<file path="config.mk">
export PLATFORM = sky130hd
export DESIGN_NAME = atr_switcher
export DESIGN_NICKNAME = d
export VERILOG_FILES = /design/src/rtl/atr_pkg.sv /design/src/rtl/atr_cfg_regs.sv /design/src/rtl/atr_delay_ctl.sv /design/src/rtl/atr_bank_sel.sv /design/src/rtl/atr_switcher.sv
export SDC_FILE = /design/constraint.sdc
export NUM_CORES = 1
export LEC_CHECK = 0
export BUFFER_PORTS_ARGS = -buffer_cell sky130_fd_sc_hd__buf_2
export CELL_PAD_IN_SITES_DETAIL_PLACEMENT = 1
export CELL_PAD_IN_SITES_GLOBAL_PLACEMENT = 1
export CORE_MARGIN = 10
export CORE_UTILIZATION = 43
export DETAILED_ROUTE_END_ITERATION = 6
export GPL_ROUTABILITY_DRIVEN = 0
export PLACE_DENSITY = 0.89
export SYNTH_ARGS = -nofsm -noshare
export SYNTH_HDL_FRONTEND = slang
export SYNTH_SLANG_ARGS = --single-unit
</file>
<file path="constraint.sdc">
create_clock -name clk -period 2.7 [get_ports clk]
set_input_delay 0.27 -clock clk [delete_from_list [all_inputs] [get_ports clk]]
set_output_delay 0.27 -clock clk [all_outputs]
set_load 0.02 [all_outputs]
</file>
<file path="src/rtl/atr_pkg.sv">
package atr_pkg;

   typedef enum logic {
      ST_RX = 1'b0,
      ST_TX = 1'b1
   } atr_state_e;

   // address of register `slot` (0 mask, 1 tx pattern, 2 rx pattern) of bank `bank`
   function automatic int bank_reg_addr(input int base, input int bank, input int slot);
      return base + 3 * bank + slot;
   endfunction

endpackage

</file>
<file path="src/rtl/atr_cfg_regs.sv">
module atr_cfg_regs
   import atr_pkg::*;
#(
   parameter int NUM_BANKS = 4,
   parameter int BANK_W    = 16,
   parameter int ADDR_W    = 6,
   parameter int DATA_W    = 32,
   parameter int DLY_W     = 8,
   parameter int BANK_BASE = 20,
   parameter int TXDLY_ADR = 2,
   parameter int RXDLY_ADR = 3,
   parameter int CTRL_ADR  = 32
) (
   input  logic                        clk,
   input  logic                        rst_n,
   input  logic                        wr_en,
   input  logic [ADDR_W-1:0]           wr_addr,
   input  logic [DATA_W-1:0]           wr_data,
   output logic                        en_o,
   output logic [DLY_W-1:0]            tx_dly_o,
   output logic [DLY_W-1:0]            rx_dly_o,
   output logic [NUM_BANKS*BANK_W-1:0] mask_o,
   output logic [NUM_BANKS*BANK_W-1:0] txv_o,
   output logic [NUM_BANKS*BANK_W-1:0] rxv_o
);

   localparam int LAST_ADR = BANK_BASE + 3 * NUM_BANKS - 1;

   if (BANK_W > DATA_W || DLY_W > DATA_W) begin : g_bad_width
      $error("atr_cfg_regs: register field wider than data word");
   end
   if (LAST_ADR >= (1 << ADDR_W) || CTRL_ADR >= (1 << ADDR_W)) begin : g_bad_addr
      $error("atr_cfg_regs: register map does not fit the address width");
   end

   always_ff @(posedge clk) begin
      if (!rst_n) begin
         en_o     <= 1'b0;
         tx_dly_o <= '0;
         rx_dly_o <= '0;
      end else if (wr_en) begin
         if (wr_addr == ADDR_W'(CTRL_ADR))  en_o     <= wr_data[0];
         if (wr_addr == ADDR_W'(TXDLY_ADR)) tx_dly_o <= wr_data[DLY_W-1:0];
         if (wr_addr == ADDR_W'(RXDLY_ADR)) rx_dly_o <= wr_data[DLY_W-1:0];
      end
   end

   for (genvar b = 0; b < NUM_BANKS; b++) begin : g_bank
      localparam logic [ADDR_W-1:0] A_MASK = ADDR_W'(bank_reg_addr(BANK_BASE, b, 0));
      localparam logic [ADDR_W-1:0] A_TXV  = ADDR_W'(bank_reg_addr(BANK_BASE, b, 1));
      localparam logic [ADDR_W-1:0] A_RXV  = ADDR_W'(bank_reg_addr(BANK_BASE, b, 2));

      always_ff @(posedge clk) begin
         if (!rst_n) begin
            mask_o[b*BANK_W +: BANK_W] <= '0;
            txv_o [b*BANK_W +: BANK_W] <= '0;
            rxv_o [b*BANK_W +: BANK_W] <= '0;
         end else if (wr_en) begin
            if (wr_addr == A_MASK) mask_o[b*BANK_W +: BANK_W] <= wr_data[BANK_W-1:0];
            if (wr_addr == A_TXV)  txv_o [b*BANK_W +: BANK_W] <= wr_data[BANK_W-1:0];
            if (wr_addr == A_RXV)  rxv_o [b*BANK_W +: BANK_W] <= wr_data[BANK_W-1:0];
         end
      end
   end

endmodule

</file>
<file path="src/rtl/atr_delay_ctl.sv">
module atr_delay_ctl
   import atr_pkg::*;
#(
   parameter int DLY_W = 8
) (
   input  logic             clk,
   input  logic             rst_n,
   input  logic             en,
   input  logic             raw_tx,
   input  logic [DLY_W-1:0] tx_dly,
   input  logic [DLY_W-1:0] rx_dly,
   output logic             tx_state
);

   if (DLY_W < 1) begin : g_bad_dly
      $error("atr_delay_ctl: DLY_W must be at least 1");
   end

   atr_state_e       state_q;
   atr_state_e       raw_st;
   logic             pend_q;
   logic [DLY_W-1:0] cnt_q;
   logic [DLY_W-1:0] dly_sel;

   assign raw_st   = raw_tx ? ST_TX : ST_RX;
   assign dly_sel  = raw_tx ? tx_dly : rx_dly;
   assign tx_state = (state_q == ST_TX);

   always_ff @(posedge clk) begin
      if (!rst_n) begin
         state_q <= ST_RX;
         pend_q  <= 1'b0;
         cnt_q   <= '0;
      end else if (!en) begin
         state_q <= ST_RX;
         pend_q  <= 1'b0;
         cnt_q   <= '0;
      end else if (raw_st == state_q) begin
         pend_q  <= 1'b0;              // revert or idle: drop any pending change
      end else if (!pend_q) begin
         if (dly_sel == '0) begin
            state_q <= raw_st;
         end else begin
            pend_q  <= 1'b1;
            cnt_q   <= dly_sel - 1'b1;
         end
      end else if (cnt_q == '0) begin
         state_q <= raw_st;
         pend_q  <= 1'b0;
      end else begin
         cnt_q   <= cnt_q - 1'b1;
      end
   end

   assert_disable_rx_R9: assert property (@(posedge clk) disable iff (!rst_n)
      !en |=> !tx_state);

   assert_hold_pending_R8: assert property (@(posedge clk) disable iff (!rst_n)
      (en && pend_q && cnt_q != '0) |=> $stable(tx_state));

   assert_no_spurious_R8: assert property (@(posedge clk) disable iff (!rst_n)
      (en && (raw_tx == tx_state)) |=> $stable(tx_state));

   assert_zero_rise_R6: assert property (@(posedge clk) disable iff (!rst_n)
      (en && raw_tx && !tx_state && !pend_q && tx_dly == '0) |=> tx_state);

   assert_zero_fall_R7: assert property (@(posedge clk) disable iff (!rst_n)
      (en && !raw_tx && tx_state && !pend_q && rx_dly == '0) |=> !tx_state);

endmodule

</file>
<file path="src/rtl/atr_bank_sel.sv">
module atr_bank_sel #(
   parameter int BANK_W = 16
) (
   input  logic              en,
   input  logic              tx_state,
   input  logic [BANK_W-1:0] mask,
   input  logic [BANK_W-1:0] txv,
   input  logic [BANK_W-1:0] rxv,
   output logic [BANK_W-1:0] o_mask,
   output logic [BANK_W-1:0] o_val
);

   logic [BANK_W-1:0] pick;

   assign pick   = tx_state ? txv : rxv;
   assign o_mask = en ? mask : '0;
   assign o_val  = en ? (pick & mask) : '0;

   always_comb begin
      assert_val_in_mask_R4: assert ((o_val & ~o_mask) == '0);
   end

endmodule

</file>
<file path="src/rtl/atr_switcher.sv">
module atr_switcher
   import atr_pkg::*;
#(
   parameter int NUM_BANKS = 4,
   parameter int BANK_W    = 16,
   parameter int ADDR_W    = 6,
   parameter int DATA_W    = 32,
   parameter int DLY_W     = 8
) (
   input  logic                        clk,
   input  logic                        rst_n,
   input  logic                        wr_en,
   input  logic [ADDR_W-1:0]           wr_addr,
   input  logic [DATA_W-1:0]           wr_data,
   input  logic                        txfifo_empty,
   output logic [NUM_BANKS*BANK_W-1:0] ovr_mask,
   output logic [NUM_BANKS*BANK_W-1:0] ovr_val,
   output logic                        tx_active
);

   localparam int FLAT_W = NUM_BANKS * BANK_W;

   if (NUM_BANKS < 1) begin : g_bad_banks
      $error("atr_switcher: NUM_BANKS must be at least 1");
   end

   logic              en;
   logic [DLY_W-1:0]  tx_dly, rx_dly;
   logic [FLAT_W-1:0] mask_f, txv_f, rxv_f;
   logic              raw_tx;

   atr_cfg_regs #(
      .NUM_BANKS (NUM_BANKS),
      .BANK_W    (BANK_W),
      .ADDR_W    (ADDR_W),
      .DATA_W    (DATA_W),
      .DLY_W     (DLY_W)
   ) u_cfg (
      .clk      (clk),
      .rst_n    (rst_n),
      .wr_en    (wr_en),
      .wr_addr  (wr_addr),
      .wr_data  (wr_data),
      .en_o     (en),
      .tx_dly_o (tx_dly),
      .rx_dly_o (rx_dly),
      .mask_o   (mask_f),
      .txv_o    (txv_f),
      .rxv_o    (rxv_f)
   );

   assign raw_tx = en & ~txfifo_empty;

   atr_delay_ctl #(.DLY_W(DLY_W)) u_dly (
      .clk      (clk),
      .rst_n    (rst_n),
      .en       (en),
      .raw_tx   (raw_tx),
      .tx_dly   (tx_dly),
      .rx_dly   (rx_dly),
      .tx_state (tx_active)
   );

   for (genvar b = 0; b < NUM_BANKS; b++) begin : g_sel
      atr_bank_sel #(.BANK_W(BANK_W)) u_sel (
         .en       (en),
         .tx_state (tx_active),
         .mask     (mask_f[b*BANK_W +: BANK_W]),
         .txv      (txv_f [b*BANK_W +: BANK_W]),
         .rxv      (rxv_f [b*BANK_W +: BANK_W]),
         .o_mask   (ovr_mask[b*BANK_W +: BANK_W]),
         .o_val    (ovr_val [b*BANK_W +: BANK_W])
      );
   end

   assert_fifo_gate_R5: assert property (@(posedge clk) disable iff (!rst_n)
      (!tx_active && txfifo_empty) |=> !tx_active);

endmodule

</file>
==> results of run 1 <==
registers in the layout, summed over array words and instances, names as in the netlist:
signal and count:
u_cfg.mask_o 64, u_cfg.rxv_o 64, u_cfg.txv_o 64, u_cfg.rx_dly_o 8
u_cfg.tx_dly_o 8, u_dly.cnt_q 8, u_cfg.en_o 1, u_dly.pend_q 1
u_dly.tx_state 1
placed cells by master (no fill, tap or decap), types with 4 or more instances in the layout:
cell type	synthesis	layout
clkbuf_16	0	23
nand2_1	173	173
buf_2	5	153
o21ai_0	4	4
a21boi_0	71	71
mux2i_1	197	197
dfxtp_1	219	217
clkinv_2	0	8
nor2_2	0	4
diode_2	0	4
clkbuf_8	0	6
nor2_1	22	18
a21boi_1	9	9
buf_4	0	20
nor3_1	7	7
and2_1	70	70
a211oi_1	6	6
nor2b_1	196	196
nand3_1	5	5
critical path, stage by stage, from the launching register on:
cell      delay [ps]
dfxtp_1          400
buf_4            210
and2_1           160
a311o_2          410
or4_1            540
or3_1            380
a311oi_1         250
routing by layer:
| metal | global-route usage | up-vias | share of wire |
|---|---|---|---|
| met1 | 0.239 | 4049 | 0.42 |
| met4 | 0.0777 | 0 | 0.035 |
| met5 | 0 | - | 0 |
| met3 | 0.0284 | 70 | 0.040 |
| met2 | 0.366 | 205 | 0.51 |
| li1 | - | 3895 | - |
kinds of logic after synthesis:
logic type      count (synthesis)  synth area share
flops                         219             0.431
compound gates                103            0.0767
simple gates                  501             0.264
xor+xnor                        3           0.00258
buf+inv                        85            0.0327
mux                           197             0.194
final timing paths:
path | cells after the start | slack [ps] | start | to
worst min register to register | 2 | 460 | u_cfg.rxv_o[61]$_SDFFE_PN0P_ | u_cfg.rxv_o[61]$_SDFFE_PN0P_
worst max-delay path | 6 | 250 | u_dly.pend_q$_SDFF_PP0_ | u_dly.cnt_q[6]$_SDFFE_PN0P_
worst min-delay path | 3 | 130 | txfifo_empty | u_dly.tx_state$_SDFFE_PN0P_
worst max register to register | 6 | 250 | u_dly.pend_q$_SDFF_PP0_ | u_dly.cnt_q[6]$_SDFFE_PN0P_
final cells by class:
class	count	area [µm²]	area share
tap	319	399	0.0333
antenna	4	10.0	0.000835
inverter	1	3.75	0.000313
clock inverter	11	85.1	0.00710
sequential	219	4390	0.366
multi-input combinational	804	5490	0.458
clock buffer	30	662	0.0552
timing repair buffer	175	956	0.0797
where the power goes:
group / switching, mW / internal [mW] / leakage (nW)
combinational: 0.163 / 0.0883 / 2.27
clock: 1.31 / 1.82 / 0.373
sequential: 0.00744 / 3.24 / 1.77
==> impl_metrics.yaml, run 1 <==
power_and_ir_drop:
  p_leak_nw: 4.41
  peakVddDrop_v: 0.000400
  power_mw: 6.63
  power_density_mw_per_mm2: 553
synthesis:
  synthTopCellsByCount: "219 x dfxtp_1, 197 x mux2i_1, 196 x nor2b_1"
  avgSynthCellArea_um2: 9.19
  synth.distinct_cells: 42
  synth_area_leaders: "dfxtp_1 43%, mux2i_1 19%, nor2b_1 12%, nand2_1 6.4%, a21boi_0 5.2%"
  synthesis.nets: 1150
  ys_warn_count: 0
  synth_most_common_cell: "dfxtp_1"
  synthFlopType: "dfxtp_1"
  synth.largest_area_cell: "dfxtp_1"
  synth_top_area_frac: 0.431
  synthArstFlopShare: 0
  syn_inst: 1108
  synth_edf_count: 0
  ys_seq_area_frac: 0.431
  ys_ff_latch: 219
  synthesis.area_mm2: 0.0102
global_route:
  antenna_found_initial: 2
  grt_pass1_vias: 8965
  overflow: 0
  grt_pass1_wl_um: 50200
  grt_start_max_net_pins: 126
  globalRouteTotalUtil: 0.203
floorplanning:
  dieArea_mm2: 0.0302
  die_w_um: 174
  core_mm2: 0.0234
  rows: 56
  die_h_um: 174
  io_pins: 171
  start_util: 0.435
timing:
  layout_min_cycle_time_ps: 2450
  rsz0062_at_grt: "no"
  hold_violations: 0
  fin_skew_ps: 8.65
  finalMaxSlewViolations: 0
  tightest_slew_ps: 711
  whs_ps: 130
  fmax_ghz: 0.408
  worst_slack_ps: 250
  finalSetupViolCount: 0
  finalSetupTns_ps: 0
  relSlewSlack: 0.525
  post-route-period-util: 0.907
placed_design:
  dpl_cell_area_mm2: 0.0112
  numPortBuffers: 154
  hpwl_um: 21100
  place_ws_ps: 271
  dp_cells: 1518
clock_tree:
  clk_latency_ps: 510
  tritoncts_num_sinks: 219
  clockBufferDepth: 3
  cts_buffers: 23
  htree_num_levels: 1
  clockRootBuffer: "clkbuf_16"
  cts-resized-gates: 0
  post_cts_buffers: 0
  cts.clk_slew.worst_paths_ps: 60
  cts_tree: "yes"
  cts_hold_buf: 0
detailed_routing:
  drtIter0Drc: 453
  routed_wl_um: 32000
  viasPerCell: 5.26
  drt_first_pass_iters: 5
  dr_total_vias: 8219
  drc_errors: 0
  drtAntennaViolNets: 0
  wire_per_inst_um: 20.5
final_layout:
  stdcell_area_mm2: 0.0120
  fin_util: 0.512
  syn_to_final_growth_pct: 17.8
  fillers: 2770
  instances_no_fill: 1563
  fin_nets: 1266
  drive_above_1_share: 0.190
status:
  status: "finished, final reports clean"
worst_setup_path:
  crit_fanout: 11
  worstSetupPathType: "reg -> reg"
  cp-start-kind: "register"
  worstSetupEndpointType: "register"
  required_ps: 3110
  worstPathArrival_ps: 2860
job:
  drv_cap: 0
worst_hold_path:
  hp-class: "in -> reg"
Note: power is estimated with default switching activity, not from simulation.
==> run 2, diff against run 1 <==
RECOVER_POWER = 25   (was unset)
==> run 2 against run 1 <==
  * Sequential cell count stayed put
  * Hold slack better by 2.1 ps
  * Setup slack better by 2.2 ps
  * Clock skew is 0.51 ps lower
  * Combinational power hardly changed
  * Cell area is 0.12% lower
  * First-iteration DRC count is 1.8% higher
  * Sequential power hardly changed
  * Count of clock-buffer cells in the layout stayed put
  * Clock power hardly changed
  * Via count is 0.84% lower
  * Largest cell class unchanged
  * Highest routed layer unchanged
==> impl_metrics.yaml, run 2 (same netlist as run 1, synthesis figures left out) <==
status:
  status: "finished, final reports clean"
job:
  drv_cap: 0
detailed_routing:
  viasPerCell: 5.20
  dr_total_vias: 8150
  drtAntennaViolNets: 0
  drc_errors: 0
  drt_first_pass_iters: 4
  drtIter0Drc: 461
  routed_wl_um: 32000
  wire_per_inst_um: 20.4
power_and_ir_drop:
  p_leak_nw: 4.38
  internal_power_mw: 5.15
  power_mw: 6.62
  power_density_mw_per_mm2: 553
  combPwrFrac: 0.038
  seqPwrFrac: 0.491
  power.switching_mw: 1.48
  sw_frac_of_total: 0.223
  peakVddDrop_v: 0.000400
  pwr-share-clk: 0.472
placed_design:
  dp_cells: 1518
  numPortBuffers: 154
  hpwl_um: 21100
  dpl_cell_area_mm2: 0.0112
worst_hold_path:
  hp-class: "in -> reg"
clock_tree:
  htree_num_levels: 1
  post_cts_buffers: 0
  cts-resized-gates: 0
  clockBufferDepth: 3
  clk_latency_ps: 510
  cts_tree: "yes"
  cts_hold_buf: 0
  clockRootBuffer: "clkbuf_16"
  tritoncts_num_sinks: 219
  cts.clk_slew.worst_paths_ps: 60
  cts_buffers: 23
worst_setup_path:
  cp-start-kind: "register"
  crit_fanout: 11
  path_cells: "buf_4 -> and2_1 -> a311o_2 -> or4_1 -> or3_1 -> a311oi_1"
  crit_slowest_cell: "or4_1"
  worstPathArrival_ps: 2860
  worstSetupPathType: "reg -> reg"
  required_ps: 3110
  worstSetupEndpointType: "register"
  critPathMaxStageDelay_ps: 540
  critPathTopFamily: "simple AND/OR/NAND/NOR gates"
  path_buf_inv: 1
timing:
  hold_violations: 0
  finalSetupTns_ps: 0
  post-route-period-util: 0.906
  fin_skew_ps: 8.14
  finalSetupViolCount: 0
  layout_min_cycle_time_ps: 2450
  fmax_ghz: 0.409
  rsz0062_at_grt: "no"
  finalMaxSlewViolations: 0
  relSlewSlack: 0.0289
  tightest_slew_ps: 1460
floorplanning:
  start_util: 0.435
  core_mm2: 0.0234
  die_h_um: 174
  io_pins: 171
  die_w_um: 174
  dieArea_mm2: 0.0302
  rows: 56
global_route:
  grt_busiest_layer: "met2"
  grt.met1_usage: 0.239
  met2_usage: 0.366
  globalRouteTotalUtil: 0.203
  use_met3: 0.0284
  overflow: 0
  antenna_found_initial: 2
  grt_pass1_vias: 8965
  grt_start_max_net_pins: 126
  grt_pass1_wl_um: 50200
final_layout:
  drive_above_1_share: 0.182
  instances_no_fill: 1566
  fillers: 2770
  seqCellArea_mm2: 0.00439
  syn_to_final_growth_pct: 17.6
  final_common_cell: "dfxtp_1"
  stdcell_area_mm2: 0.0120
  fin_nets: 1266
  layout_common_cells: "217 x dfxtp_1, 197 x mux2i_1, 196 x nor2b_1"
  reg_top3: "u_cfg.mask_o (64), u_cfg.rxv_o (64), u_cfg.txv_o (64)"
  multiInputGateArea_mm2: 0.00548
==> run 2: cell count changes in the layout (fill, tap and decap cells not counted), sizes merged <==
cell / change
buf: -7
clkbuf: +7
diode: +3
==> run 2: through the flow <==
step           hold slack (ps)  setup WS, ps  utilization
2_1_floorplan              430           380            -
3_3_place_gp               443           320        0.480
3_5_place_dp               449           271        0.480
4_1_cts                    113           251        0.512
5_1_grt                    149           155        0.511
6_report                   132           253        0.512
==> run 2: layout make-up <==
cell class | count | area share
Tap cell | 319 | 0.0333
Inverter | 1 | 0.000313
Clock inverter | 11 | 0.00710
Timing Repair Buffer | 175 | 0.0782
Multi-Input combinational cell | 804 | 0.458
Clock buffer | 30 | 0.0553
Sequential cell | 219 | 0.366
Antenna cell | 7 | 0.00146
==> run 2: path summary, 6_finish.rpt <==
| kind | start | end | slack [ps] | cells past startpoint |
|---|---|---|---|---|
| max | u_dly.pend_q$_SDFF_PP0_ | u_dly.cnt_q[6]$_SDFFE_PN0P_ | 250 | 6 |
| min | txfifo_empty | u_dly.tx_state$_SDFFE_PN0P_ | 130 | 3 |
| max reg2reg | u_dly.pend_q$_SDFF_PP0_ | u_dly.cnt_q[6]$_SDFFE_PN0P_ | 250 | 6 |
| min reg2reg | u_cfg.mask_o[15]$_SDFFE_PN0P_ | u_cfg.mask_o[15]$_SDFFE_PN0P_ | 460 | 2 |
==> run 2: power by group through the flow <==
stage | Clock [mW] | Sequential (mW) | Combinational (mW)
6_report | 3.12 | 3.25 | 0.250
4_1_cts | 3.17 | 3.25 | 0.250
5_1_grt | 3.31 | 3.25 | 0.265
3_3_place_gp | 0 | 3.32 | 0.242
2_1_floorplan | 0 | 3.32 | 0.147
3_5_place_dp | 0 | 3.32 | 0.248
==> run 2: worst min-delay path, stage by stage <==
cell,delay [ps]
buf_2,150
o21a_1,140
nor3_1,40
==> run 2: per-layer routing <==
metal  vias to the layer above  wire, µm
met4                         0      1090
li1                       3898         -
met2                       183     16200
met1                      4005     13200
met3                        64      1500
met5                         -         0
